**config.mk**
```make
export PLATFORM = sky130hd
export DESIGN_NAME = wdog_window
export DESIGN_NICKNAME = d
export VERILOG_FILES = /design/src/rtl/wdw_pkg.sv /design/src/rtl/wdw_datapath.sv /design/src/rtl/wdw_ctrl.sv /design/src/rtl/wdog_window.sv
export SDC_FILE = /design/constraint.sdc
export NUM_CORES = 1
export LEC_CHECK = 0
export BUFFER_PORTS_ARGS = -buffer_cell sky130_fd_sc_hd__buf_2
export CAP_MARGIN = 15
export CORE_UTILIZATION = 50
export CTS_BUF_LIST = sky130_fd_sc_hd__clkbuf_8
export DETAILED_ROUTE_END_ITERATION = 10
export GPL_TIMING_DRIVEN = 0
export PLACE_DENSITY_LB_ADDON = 0.2
export SLEW_MARGIN = 20
export SYNTH_ARGS = -nofsm -noshare
export SYNTH_HDL_FRONTEND = slang
export SYNTH_SLANG_ARGS = --single-unit
```
**constraint.sdc**
```tcl
create_clock -name clk -period 4.17 [get_ports clk]
set_clock_uncertainty 0.2 [all_clocks]
set_input_delay 0.2085 -clock clk [delete_from_list [all_inputs] [get_ports clk]]
set_output_delay 0.2085 -clock clk [all_outputs]
set_load 0.005 [all_outputs]
```
**src/rtl/wdw_pkg.sv**
```systemverilog
package wdw_pkg;

  localparam int WORD_W = 16;
  localparam int CNT_W  = 14;
  localparam int PRE_W  = 13;

  localparam logic [WORD_W-1:0] CFG_RESET = 16'h33F3;
  localparam logic [WORD_W-1:0] CFG_MASK  = 16'h33F3;

  typedef struct packed {
    logic [1:0] startSel;
    logic [1:0] endSel;
    logic [3:0] divSel;
    logic [1:0] perSel;
  } cfg_t;

  typedef struct packed {
    logic loadCnt;
    logic armSeq;
  } strobe_t;

  function automatic cfg_t toCfg(input logic [WORD_W-1:0] w);
    cfg_t c;
    c.startSel = w[13:12];
    c.endSel   = w[9:8];
    c.divSel   = w[7:4];
    c.perSel   = w[1:0];
    return c;
  endfunction

  function automatic logic legalDiv(input logic [3:0] code);
    case (code)
      4'b0001, 4'b0100, 4'b1111, 4'b0110, 4'b0111, 4'b1000: return 1'b1;
      default: return 1'b0;
    endcase
  endfunction

  // last prescaler state before a tick (ratio - 1)
  function automatic logic [PRE_W-1:0] divLast(input logic [3:0] code);
    case (code)
      4'b0001: return PRE_W'(3);
      4'b0100: return PRE_W'(63);
      4'b1111: return PRE_W'(127);
      4'b0110: return PRE_W'(511);
      4'b0111: return PRE_W'(2047);
      4'b1000: return PRE_W'(8191);
      default: return PRE_W'(127);
    endcase
  endfunction

  function automatic logic [CNT_W-1:0] loadVal(input logic [1:0] sel);
    case (sel)
      2'b00:   return CNT_W'(1023);
      2'b01:   return CNT_W'(4095);
      2'b10:   return CNT_W'(8191);
      default: return CNT_W'(16383);
    endcase
  endfunction

endpackage

```
**src/rtl/wdw_datapath.sv**
```systemverilog
module wdw_datapath
  import wdw_pkg::*;
#(
  parameter int CW = CNT_W,
  parameter int PW = PRE_W
) (
  input  logic          clk,
  input  logic          rstN,
  input  cfg_t          cfg,
  input  strobe_t       strobe,
  output logic [CW-1:0] cnt,
  output logic          running,
  output logic          ufEvent
);

  logic [PW-1:0] pre;
  logic [PW-1:0] preLast;
  logic          tick;

  assign preLast = divLast(cfg.divSel);
  assign tick    = running && (pre == preLast);
  // a refresh in the same cycle wins over the underflow
  assign ufEvent = tick && (cnt == '0) && !strobe.loadCnt;

  always_ff @(posedge clk or negedge rstN) begin
    if (!rstN) begin
      pre     <= '0;
      cnt     <= '0;
      running <= 1'b0;
    end else if (strobe.loadCnt) begin
      pre     <= '0;
      cnt     <= loadVal(cfg.perSel);
      running <= 1'b1;
    end else if (running) begin
      if (tick) begin
        pre <= '0;
        if (cnt == '0) running <= 1'b0;
        else           cnt     <= cnt - 1'b1;
      end else begin
        pre <= pre + 1'b1;
      end
    end
  end

  p_load_value_r6: assert property (@(posedge clk) disable iff (!rstN)
    strobe.loadCnt |=> running && (cnt == loadVal($past(cfg.perSel))));

  p_step_r4: assert property (@(posedge clk) disable iff (!rstN)
    (tick && (cnt != '0) && !strobe.loadCnt) |=> (cnt == $past(cnt) - 1'b1));

  p_hold_between_ticks_r4: assert property (@(posedge clk) disable iff (!rstN)
    (!tick && !strobe.loadCnt) |=> $stable(cnt));

  p_stop_r9: assert property (@(posedge clk) disable iff (!rstN)
    ufEvent |=> (!running && (cnt == '0)));

  p_div_legal_r3: assert property (@(posedge clk) disable iff (!rstN)
    running |-> legalDiv(cfg.divSel));

endmodule

```
**src/rtl/wdw_ctrl.sv**
```systemverilog
module wdw_ctrl
  import wdw_pkg::*;
#(
  parameter int AW = 2,
  parameter int DW = WORD_W,
  parameter int CW = CNT_W
) (
  input  logic          clk,
  input  logic          rstN,
  input  logic          wrEn,
  input  logic [AW-1:0] wrAddr,
  input  logic [DW-1:0] wrData,
  input  logic [AW-1:0] rdAddr,
  output logic [DW-1:0] rdData,
  input  logic          autoStart,
  input  logic [DW-1:0] autoCfg,
  input  logic [CW-1:0] cnt,
  input  logic          running,
  input  logic          ufEvent,
  output cfg_t          cfg,
  output strobe_t       strobe,
  output logic          errOut
);

  localparam logic [AW-1:0] ADDR_CFG = AW'(0);
  localparam logic [AW-1:0] ADDR_REF = AW'(1);
  localparam logic [AW-1:0] ADDR_CNT = AW'(2);
  localparam logic [7:0]    KEY_ARM  = 8'h00;
  localparam logic [7:0]    KEY_FIRE = 8'hFF;

  logic [DW-1:0] ctrlReg;
  logic [DW-1:0] effWord;
  logic          locked;
  logic          armed;
  logic          ufFlag;
  logic          refErrFlag;
  logic          cfgWrite;
  logic          refWrite;
  logic          fire;
  logic          refErr;

  logic [CW-1:0] loadV, thrQ1, thrQ2, thrQ3, startThr, endThr;
  logic          endOpen;
  logic          inWindow;

  // configuration source
  assign effWord = autoStart ? (autoCfg & CFG_MASK) : ctrlReg;
  assign cfg     = toCfg(effWord);

  // write decode
  assign cfgWrite = wrEn && (wrAddr == ADDR_CFG) && !locked && legalDiv(wrData[7:4]);
  assign refWrite = wrEn && (wrAddr == ADDR_REF);
  assign fire     = refWrite && armed && (wrData[7:0] == KEY_FIRE);

  // window thresholds from the selected load value
  assign loadV = loadVal(cfg.perSel);
  assign thrQ1 = loadV >> 2;
  assign thrQ2 = loadV >> 1;
  assign thrQ3 = (loadV >> 1) + (loadV >> 2) + 1'b1;

  always_comb begin
    case (cfg.startSel)
      2'b00:   startThr = thrQ1;
      2'b01:   startThr = thrQ2;
      2'b10:   startThr = thrQ3;
      default: startThr = loadV;
    endcase
    endOpen = 1'b0;
    case (cfg.endSel)
      2'b00:   endThr = thrQ3;
      2'b01:   endThr = thrQ2;
      2'b10:   endThr = thrQ1;
      default: begin endThr = '0; endOpen = 1'b1; end
    endcase
  end

  assign inWindow = (cnt <= startThr) && (endOpen || (cnt > endThr));

  assign strobe.loadCnt = fire && (!running || inWindow);
  assign strobe.armSeq  = refWrite && (wrData[7:0] == KEY_ARM);
  assign refErr         = fire && running && !inWindow;

  always_ff @(posedge clk or negedge rstN) begin
    if (!rstN) begin
      ctrlReg    <= CFG_RESET;
      locked     <= 1'b0;
      armed      <= 1'b0;
      ufFlag     <= 1'b0;
      refErrFlag <= 1'b0;
      errOut     <= 1'b0;
    end else begin
      if (cfgWrite) ctrlReg <= wrData & CFG_MASK;
      if (cfgWrite || strobe.loadCnt) locked <= 1'b1;
      if (refWrite) armed <= strobe.armSeq;
      if (ufEvent) ufFlag <= 1'b1;
      if (refErr) refErrFlag <= 1'b1;
      errOut <= ufEvent || refErr;
    end
  end

  // read port
  always_comb begin
    case (rdAddr)
      ADDR_CFG: rdData = effWord;
      ADDR_REF: rdData = DW'({running, refErrFlag, ufFlag});
      ADDR_CNT: rdData = DW'(cnt);
      default:  rdData = '0;
    endcase
  end

  p_cfg_frozen_r5: assert property (@(posedge clk) disable iff (!rstN)
    locked |=> $stable(ctrlReg));

  p_rsvd_r2: assert property (@(posedge clk) disable iff (!rstN)
    (ctrlReg & ~CFG_MASK) == '0);

  p_referr_r8: assert property (@(posedge clk) disable iff (!rstN)
    refErr |=> (errOut && refErrFlag));

  p_uf_flag_r9: assert property (@(posedge clk) disable iff (!rstN)
    ufEvent |=> (errOut && ufFlag));

  p_err_cause_r9: assert property (@(posedge clk) disable iff (!rstN)
    $rose(errOut) |-> ($rose(ufFlag) || $rose(refErrFlag) || $past(ufEvent) || $past(refErr)));

endmodule

```
**src/rtl/wdog_window.sv**
```systemverilog
module wdog_window
  import wdw_pkg::*;
#(
  parameter int ADDR_W = 2,
  parameter int DATA_W = WORD_W,
  parameter int CW     = CNT_W,
  parameter int PW     = PRE_W
) (
  input  logic              clk,
  input  logic              rstN,
  input  logic              wrEn,
  input  logic [ADDR_W-1:0] wrAddr,
  input  logic [DATA_W-1:0] wrData,
  input  logic [ADDR_W-1:0] rdAddr,
  output logic [DATA_W-1:0] rdData,
  input  logic              autoStart,
  input  logic [DATA_W-1:0] autoCfg,
  output logic              errOut
);

  cfg_t          cfg;
  strobe_t       strobe;
  logic [CW-1:0] cnt;
  logic          running;
  logic          ufEvent;

  wdw_ctrl #(.AW(ADDR_W), .DW(DATA_W), .CW(CW)) u_ctrl (
    .clk       (clk),
    .rstN      (rstN),
    .wrEn      (wrEn),
    .wrAddr    (wrAddr),
    .wrData    (wrData),
    .rdAddr    (rdAddr),
    .rdData    (rdData),
    .autoStart (autoStart),
    .autoCfg   (autoCfg),
    .cnt       (cnt),
    .running   (running),
    .ufEvent   (ufEvent),
    .cfg       (cfg),
    .strobe    (strobe),
    .errOut    (errOut)
  );

  wdw_datapath #(.CW(CW), .PW(PW)) u_dp (
    .clk     (clk),
    .rstN    (rstN),
    .cfg     (cfg),
    .strobe  (strobe),
    .cnt     (cnt),
    .running (running),
    .ufEvent (ufEvent)
  );

endmodule

```
After elaboration in Yosys (flattened, before gate mapping). Index checks and enable logic that the tools add are counted.

Register bits: 43. Input port bits: 40. Output and inout bits: 17.

$add $sub $neg: 4. Order comparisons: 2. Equal/unequal tests: 23. Multiplexer cells: 19. Reductions and logical operators: 34.

Operators with widths (count): $pmux W14 S3 (3); $mux W14 (5); $pmux W13 S5 (1); $pmux W16 S3 (1); $mux W13 (3); $eq A4 B3 Y1 const B (6); $add A13 B12 Y14 (1); $add A14 B1 Y14 const B (1); $gt A14 B14 Y1 (1); $le A14 B14 Y1 (1); $logic_and A1 B1 Y1 (14); $logic_not A14 Y1 (1); $sub A14 B1 Y14 const B (1); $add A13 B1 Y13 const B (1); $eq A13 B13 Y1 (1); $eq A4 B4 Y1 const B (3); $eq A2 B1 Y1 const B (5); $logic_not A2 Y1 (5); $eq A2 B2 Y1 const B (4); $eq A4 B1 Y1 const B (2); $eq A8 B8 Y1 const B (1); $logic_not A8 Y1 (1); $mux W1 (6); $reduce_or A6 Y1 (1); 6 further kinds (13).

Depth between registers and ports, before layout.
Depth after elaboration: 14. Gate-level depth with buffers: 15. Mapped depth without buffers: 12.

Cells and area by module. Synthesis repeated with hierarchy kept, for this count alone.

Cell total of the unflattened synthesis: 393. Area total of the unflattened synthesis: 3407.0 µm².

Modules (own cells, without submodules): wdw_datapath (times used 1, cells an instance 193, area each 1735.4 µm²); wdw_ctrl (times used 1, cells an instance 200, area each 1671.6 µm²).

Worst setup path after synthesis. OpenSTA, ideal clock, no wires.

Kind: input port to flip-flop. Start point: input autoStart. End point: register u_dp.cnt[12]. Setup time: 0.080 ns. Arrival time: 3.348 ns. Required time: 3.890 ns. Slack: 0.542 ns. Stages on the path: 14. Cells stage by stage: buf_6 clkbuf_1 mux2i_1 nand2_1 o21ai_0 ha_1 a21oi_1 nor2_1 a211oi_1 a21boi_0 o21a_1 o21ai_1 clkbuf_1 mux2i_1.

Longest elaborated chain between the ends: 13.

Ends and longest elaborated chain: start: declaration (RTL line wdog_window.sv:16) `input logic autoStart,`; $mux W14 (*) (RTL line wdw_ctrl.sv:47) `assign effWord = autoStart ? (autoCfg & CFG_MASK) : ctrlReg;`; $eq A2 B2 Y1, or another cell as far along (RTL line wdw_pkg.sv:52) `case (sel)`; $pmux W14 S3 (RTL line wdw_pkg.sv:52); $add A13 B12 Y14 (RTL line wdw_ctrl.sv:59) `assign thrQ3 = (loadV >> 1) + (loadV >> 2) + 1'b1;`; $add A14 B1 Y14 (RTL line wdw_ctrl.sv:59); $pmux W14 S3 (RTL line wdw_ctrl.sv:69) `case (cfg.endSel)`; $gt A14 B14 Y1 (RTL line wdw_ctrl.sv:77) `assign inWindow = (cnt <= startThr) && (endOpen || (cnt > endThr));`; $logic_or A1 B1 Y1 (RTL line wdw_ctrl.sv:77); $logic_and A1 B1 Y1 (RTL line wdw_ctrl.sv:77); $logic_or A1 B1 Y1 (RTL line wdw_ctrl.sv:79) `assign strobe.loadCnt = fire && (!running || inWindow);`; $logic_and A1 B1 Y1 (RTL line wdw_ctrl.sv:79); $ne A2 B2 Y1 (no source line) or $reduce_bool A2 Y1 (tied branches); $reduce_and A3 Y1 (no source line); end signal: assignment (RTL line wdw_datapath.sv:32) `cnt <= loadVal(cfg.perSel);`; end signal: assignment (RTL line wdw_datapath.sv:38) `else cnt <= cnt - 1'b1;`; end: declaration (RTL line wdw_datapath.sv:11) `output logic [CW-1:0] cnt,`.

Mark *: on every way between the ends. The rest lies on a longest branch, timed or not. A chain may end at the register's enable or synchronous reset.

Worst setup path in the final report.
Start point: register u_ctrl.ctrlReg[1]. End point: register u_dp.cnt[12].

Longest elaborated chain between the ends: 13.

Ends and longest elaborated chain: start: declaration (RTL line wdw_ctrl.sv:31) `logic [DW-1:0] ctrlReg;`; start signal: assignment (RTL line wdw_ctrl.sv:92) `if (cfgWrite) ctrlReg <= wrData & CFG_MASK;`; $mux W14 (*) (RTL line wdw_ctrl.sv:47); $eq A2 B2 Y1, or another cell as far along (RTL line wdw_pkg.sv:52); $pmux W14 S3 (*) (RTL line wdw_pkg.sv:52); $add A13 B12 Y14 (RTL line wdw_ctrl.sv:59); $add A14 B1 Y14 (RTL line wdw_ctrl.sv:59); $pmux W14 S3 (RTL line wdw_ctrl.sv:69); $gt A14 B14 Y1 (RTL line wdw_ctrl.sv:77); $logic_or A1 B1 Y1 (RTL line wdw_ctrl.sv:77); $logic_and A1 B1 Y1 (RTL line wdw_ctrl.sv:77); $logic_or A1 B1 Y1 (RTL line wdw_ctrl.sv:79); $logic_and A1 B1 Y1 (RTL line wdw_ctrl.sv:79); $ne A2 B2 Y1 (no source line) or $reduce_bool A2 Y1 (tied branches); $reduce_and A3 Y1 (no source line).

Marks and branches as above.

==> insert_results.sql <==
INSERT INTO impl_metrics (metric_group, metric, value, unit) VALUES
('clocking', 'clk_pin_slew_worst_paths', '90', 'ps'),
('floorplanning', 'initial_core_util', '0.5271', ''),
('timing', 'worst_pin_slew', '791.2', 'ps'),
('timing', 'fmaxAchievable', '271.2', 'MHz'),
('grt', 'antenna_found_initial', '0', ''),
('timing', 'hold-worst-slack', '11.55', 'ps'),
('worst_setup_path', 'crit_path_end_kind', 'flop', ''),
('logic_synthesis', 'synth.avg_cell_area', '8.820', 'sq um'),
('drt', 'drc_errors', '1', ''),
('clocking', 'worst_skew_pair.late_latency', '300', 'ps'),
('floorplanning', 'floorplan.die_area', '7143', 'sq um'),
('timing', 'setup_tns', '0', 'ps'),
('logic_synthesis', 'synth-edff-count', '0', ''),
('grt', 'grt_pass1_vias', '2991', ''),
('floorplanning', 'core-area', '6459', 'sq um'),
('cells_and_area', 'area_growth_from_synthesis_to_final_layout', '15.58', '%'),
('cells_and_area', 'final_non_filler_cell_total', '522', ''),
('clocking', 'deepest_level_of_the_cts_h_tree', '2', ''),
('worst_setup_path', 'worstSetupStartpointType', 'flop', ''),
('job', 'max_cap_viol_count', '0', ''),
('timing', 'timing.final.crit_share', '0.8843', ''),
('floorplanning', 'io_pins', '57', ''),
('drt', 'wire_per_inst', '16.44', 'um'),
('timing', 'setup-violations-final', '0', ''),
('place', 'detailed_place_hpwl', '6680', 'um'),
('grt', 'grt_first_pass_wirelength', '14390', 'um'),
('drt', 'vias_per_cell', '5.895', ''),
('cells_and_area', 'antenna_diode_count', '0', ''),
('logic_synthesis', 'yosys_warnings', '0', ''),
('clocking', 'tritoncts', 'done', ''),
('drt', 'route.vias.total', '3077', ''),
('logic_synthesis', 'async_flop_share', '1.000', ''),
('worst_setup_path', 'crit_required', '4190', 'ps'),
('timing', 'hold_viol_final', '0', ''),
('worst_setup_path', 'worst_ep_arrival_time', '3710', 'ps'),
('grt', 'grt-ovfl-total', '0', ''),
('place', 'portBuffers', '44', ''),
('logic_synthesis', 'synth_top_cell_by_area', 'dfrtp_1', ''),
('cells_and_area', 'multiInputGateArea', '2228', 'sq um'),
('pwr', 'share_comb_of_total_power', '0.304', ''),
('drt', 'first_pass_iters', '8', ''),
('timing', 'count_of_final_max_slew_check_failures', '0', ''),
('logic_synthesis', 'ys_types', '57', ''),
('timing', 'slew_headroom', '0.4651', ''),
('logic_synthesis', 'mapped_cells', '386', ''),
('logic_synthesis', 'synth.yosys.seq_area_share', '0.3197', ''),
('pwr', 'reported_net_switching_power', '0.4110', 'mW'),
('drt', 'ant_nets', '0', ''),
('hold_path', 'hold_path.class', 'input pin to flop', ''),
('cells_and_area', 'finish.instance_area', '3935', 'sq um'),
('cells_and_area', 'register_area', '1089', 'sq um'),
('logic_synthesis', 'synth_area', '3405', 'sq um'),
('pwr', 'clkPwrFrac', '0.292', ''),
('pwr', 'ir_worst_vdd', '307.0', 'uV'),
('timing', 'post-route-worst-setup-slack', '482.5', 'ps'),
('pwr', 'leakage', '1.816', 'nW'),
('place', 'gp_weighted_congestion', '0.8554', ''),
('clocking', 'numCtsBuffers', '5', ''),
('floorplanning', 'fp.dieH', '84.52', 'um'),
('logic_synthesis', 'yosys-top-cells-area', 'dfrtp_1 24%, ha_1 8.8%, dfstp_2 7.7%', ''),
('run_status', 'result_of_the_run', 'finished, violations left', ''),
('logic_synthesis', 'synthTopCellsByCount', '53 x nor2_1, 41 x nand2_1, 33 x dfrtp_1, 24 x ha_1, 22 x a21oi_1', ''),
('logic_synthesis', 'area_share_of_the_leading_cell_type_in_the_synthesized_netlist', '0.2426', ''),
('pwr', 'p_sw_frac', '0.3110', ''),
('cells_and_area', 'drive_above_1_share', '0.2517', ''),
('place', 'post_dp_area', '3725', 'sq um'),
('run_status', 'violations_in_the_final_reports', 'design-rule violations', ''),
('place', 'detailedPlace.worstSlack', '-634.9', 'ps'),
('cells_and_area', 'filler_cell_count', '572', ''),
('timing', 'setup_repair_after_global_routing_missed_its_margin', 'false', ''),
('drt', 'drt_iter0_drc', '178', '');
## flip-flops by register name, summed over array words and instances, names as in the netlist
name               cells
u_ctrl.ufFlag          1
u_ctrl.refErrFlag      1
u_dp.cnt              14
u_dp.pre              13
u_ctrl.ctrlReg        10
u_dp.running           1
u_ctrl.armed           1
u_ctrl.errOut          1
u_ctrl.locked          1
## area by class of cell
| type | count | area share |
|---|---|---|
| buffer | 12 | 0.01685 |
| inverter | 8 | 0.007631 |
| clock buffer | 5 | 0.01749 |
| sequential | 43 | 0.2766 |
| clock inverter | 3 | 0.01622 |
| timing repair buffer | 51 | 0.07440 |
| multi-input combinational | 323 | 0.5663 |
| tap | 77 | 0.02448 |
## placed cells by master, fill, tap and decap left out, types with 10 or more instances in the layout
master / n
mux2i_1: 13
xnor2_1: 15
nand2_1: 41
o21ai_0: 14
nand3_1: 13
mux2_2: 21
a21oi_1: 22
nor2_1: 53
nor3_1: 12
dfstp_2: 10
dfrtp_1: 33
ha_1: 24
nand4_1: 11
buf_2: 44
## metrics by stage
stage / utilization / total power [mW]
after floorplan: - / 0.8191
after global placement: 0.5767 / 0.9152
after detailed placement: 0.5767 / 0.9299
after CTS: 0.6081 / 1.324
after global routing: 0.6093 / 1.395
final: 0.6093 / 1.322
## per-layer routing
metal | share of wire | GRT usage | routed length (um) | up-vias
li1 | - | - | - | 1509
met1 | 0.46 | 0.3327 | 3944 | 1472
met2 | 0.48 | 0.4279 | 4109 | 75
met3 | 0.037 | 0.03736 | 316 | 21
met4 | 0.025 | 0.09399 | 212 | 0
met5 | 0 | 0 | 0 | -
## timing repair
| action | 4_1_cts | 5_1_grt |
|---|---|---|
| setup endpoints to repair | 13 | 10 |
| hold endpoints to repair | 39 | 0 |
| resized for setup | 1 | 3 |
| hold buffers | 7 | 0 |
## logic make-up after synthesis
family                   count (synthesis)  share of synthesized area
flip-flops                              43                     0.3197
XOR/XNOR                                24                    0.06174
buffers and inverters                   21                    0.02903
adder cells (fa/ha/maj)                 24                    0.08820
AO/OA/AOI/OAI                           60                     0.1136
AND/OR/NAND/NOR                        176                     0.2676
other                                    1                   0.001101
multiplexers                            37                     0.1191
## power by group through the flow
stage               sequential, mW  combinational, mW  clock, mW
floorplan                    0.527              0.292          0
global placement             0.537              0.378          0
detailed placement           0.540              0.389          0
CTS                          0.534              0.399      0.391
global route                 0.540              0.449      0.406
finish                       0.534              0.401      0.386
## worst max-delay path, stage by stage (launching register included)
cell      delay [ps]
dfstp_2          380
mux2i_1          390
nand2_1          230
o21ai_0          220
ha_1             270
a21oi_1          190
nor2_1            60
a211oi_1         370
a21boi_0         210
o21a_1           240
o21ai_2          320
clkbuf_2         320
mux2i_1          220
## final timing paths
path	to	slack [ps]	cells past startpoint	start
hold / removal	u_ctrl.ctrlReg[5]	10	2	wrData[5]
hold reg to reg	u_ctrl.refErrFlag	280	1	u_ctrl.refErrFlag
max in group asynchronous	u_ctrl.ctrlReg[9]	3140	2	rstN
min in group asynchronous	u_ctrl.refErrFlag	230	2	rstN
setup reg to reg	u_dp.cnt[12]	480	12	u_ctrl.ctrlReg[1]
setup / recovery	u_dp.cnt[12]	480	12	u_ctrl.ctrlReg[1]
Power figures use the tool's default switching activity.
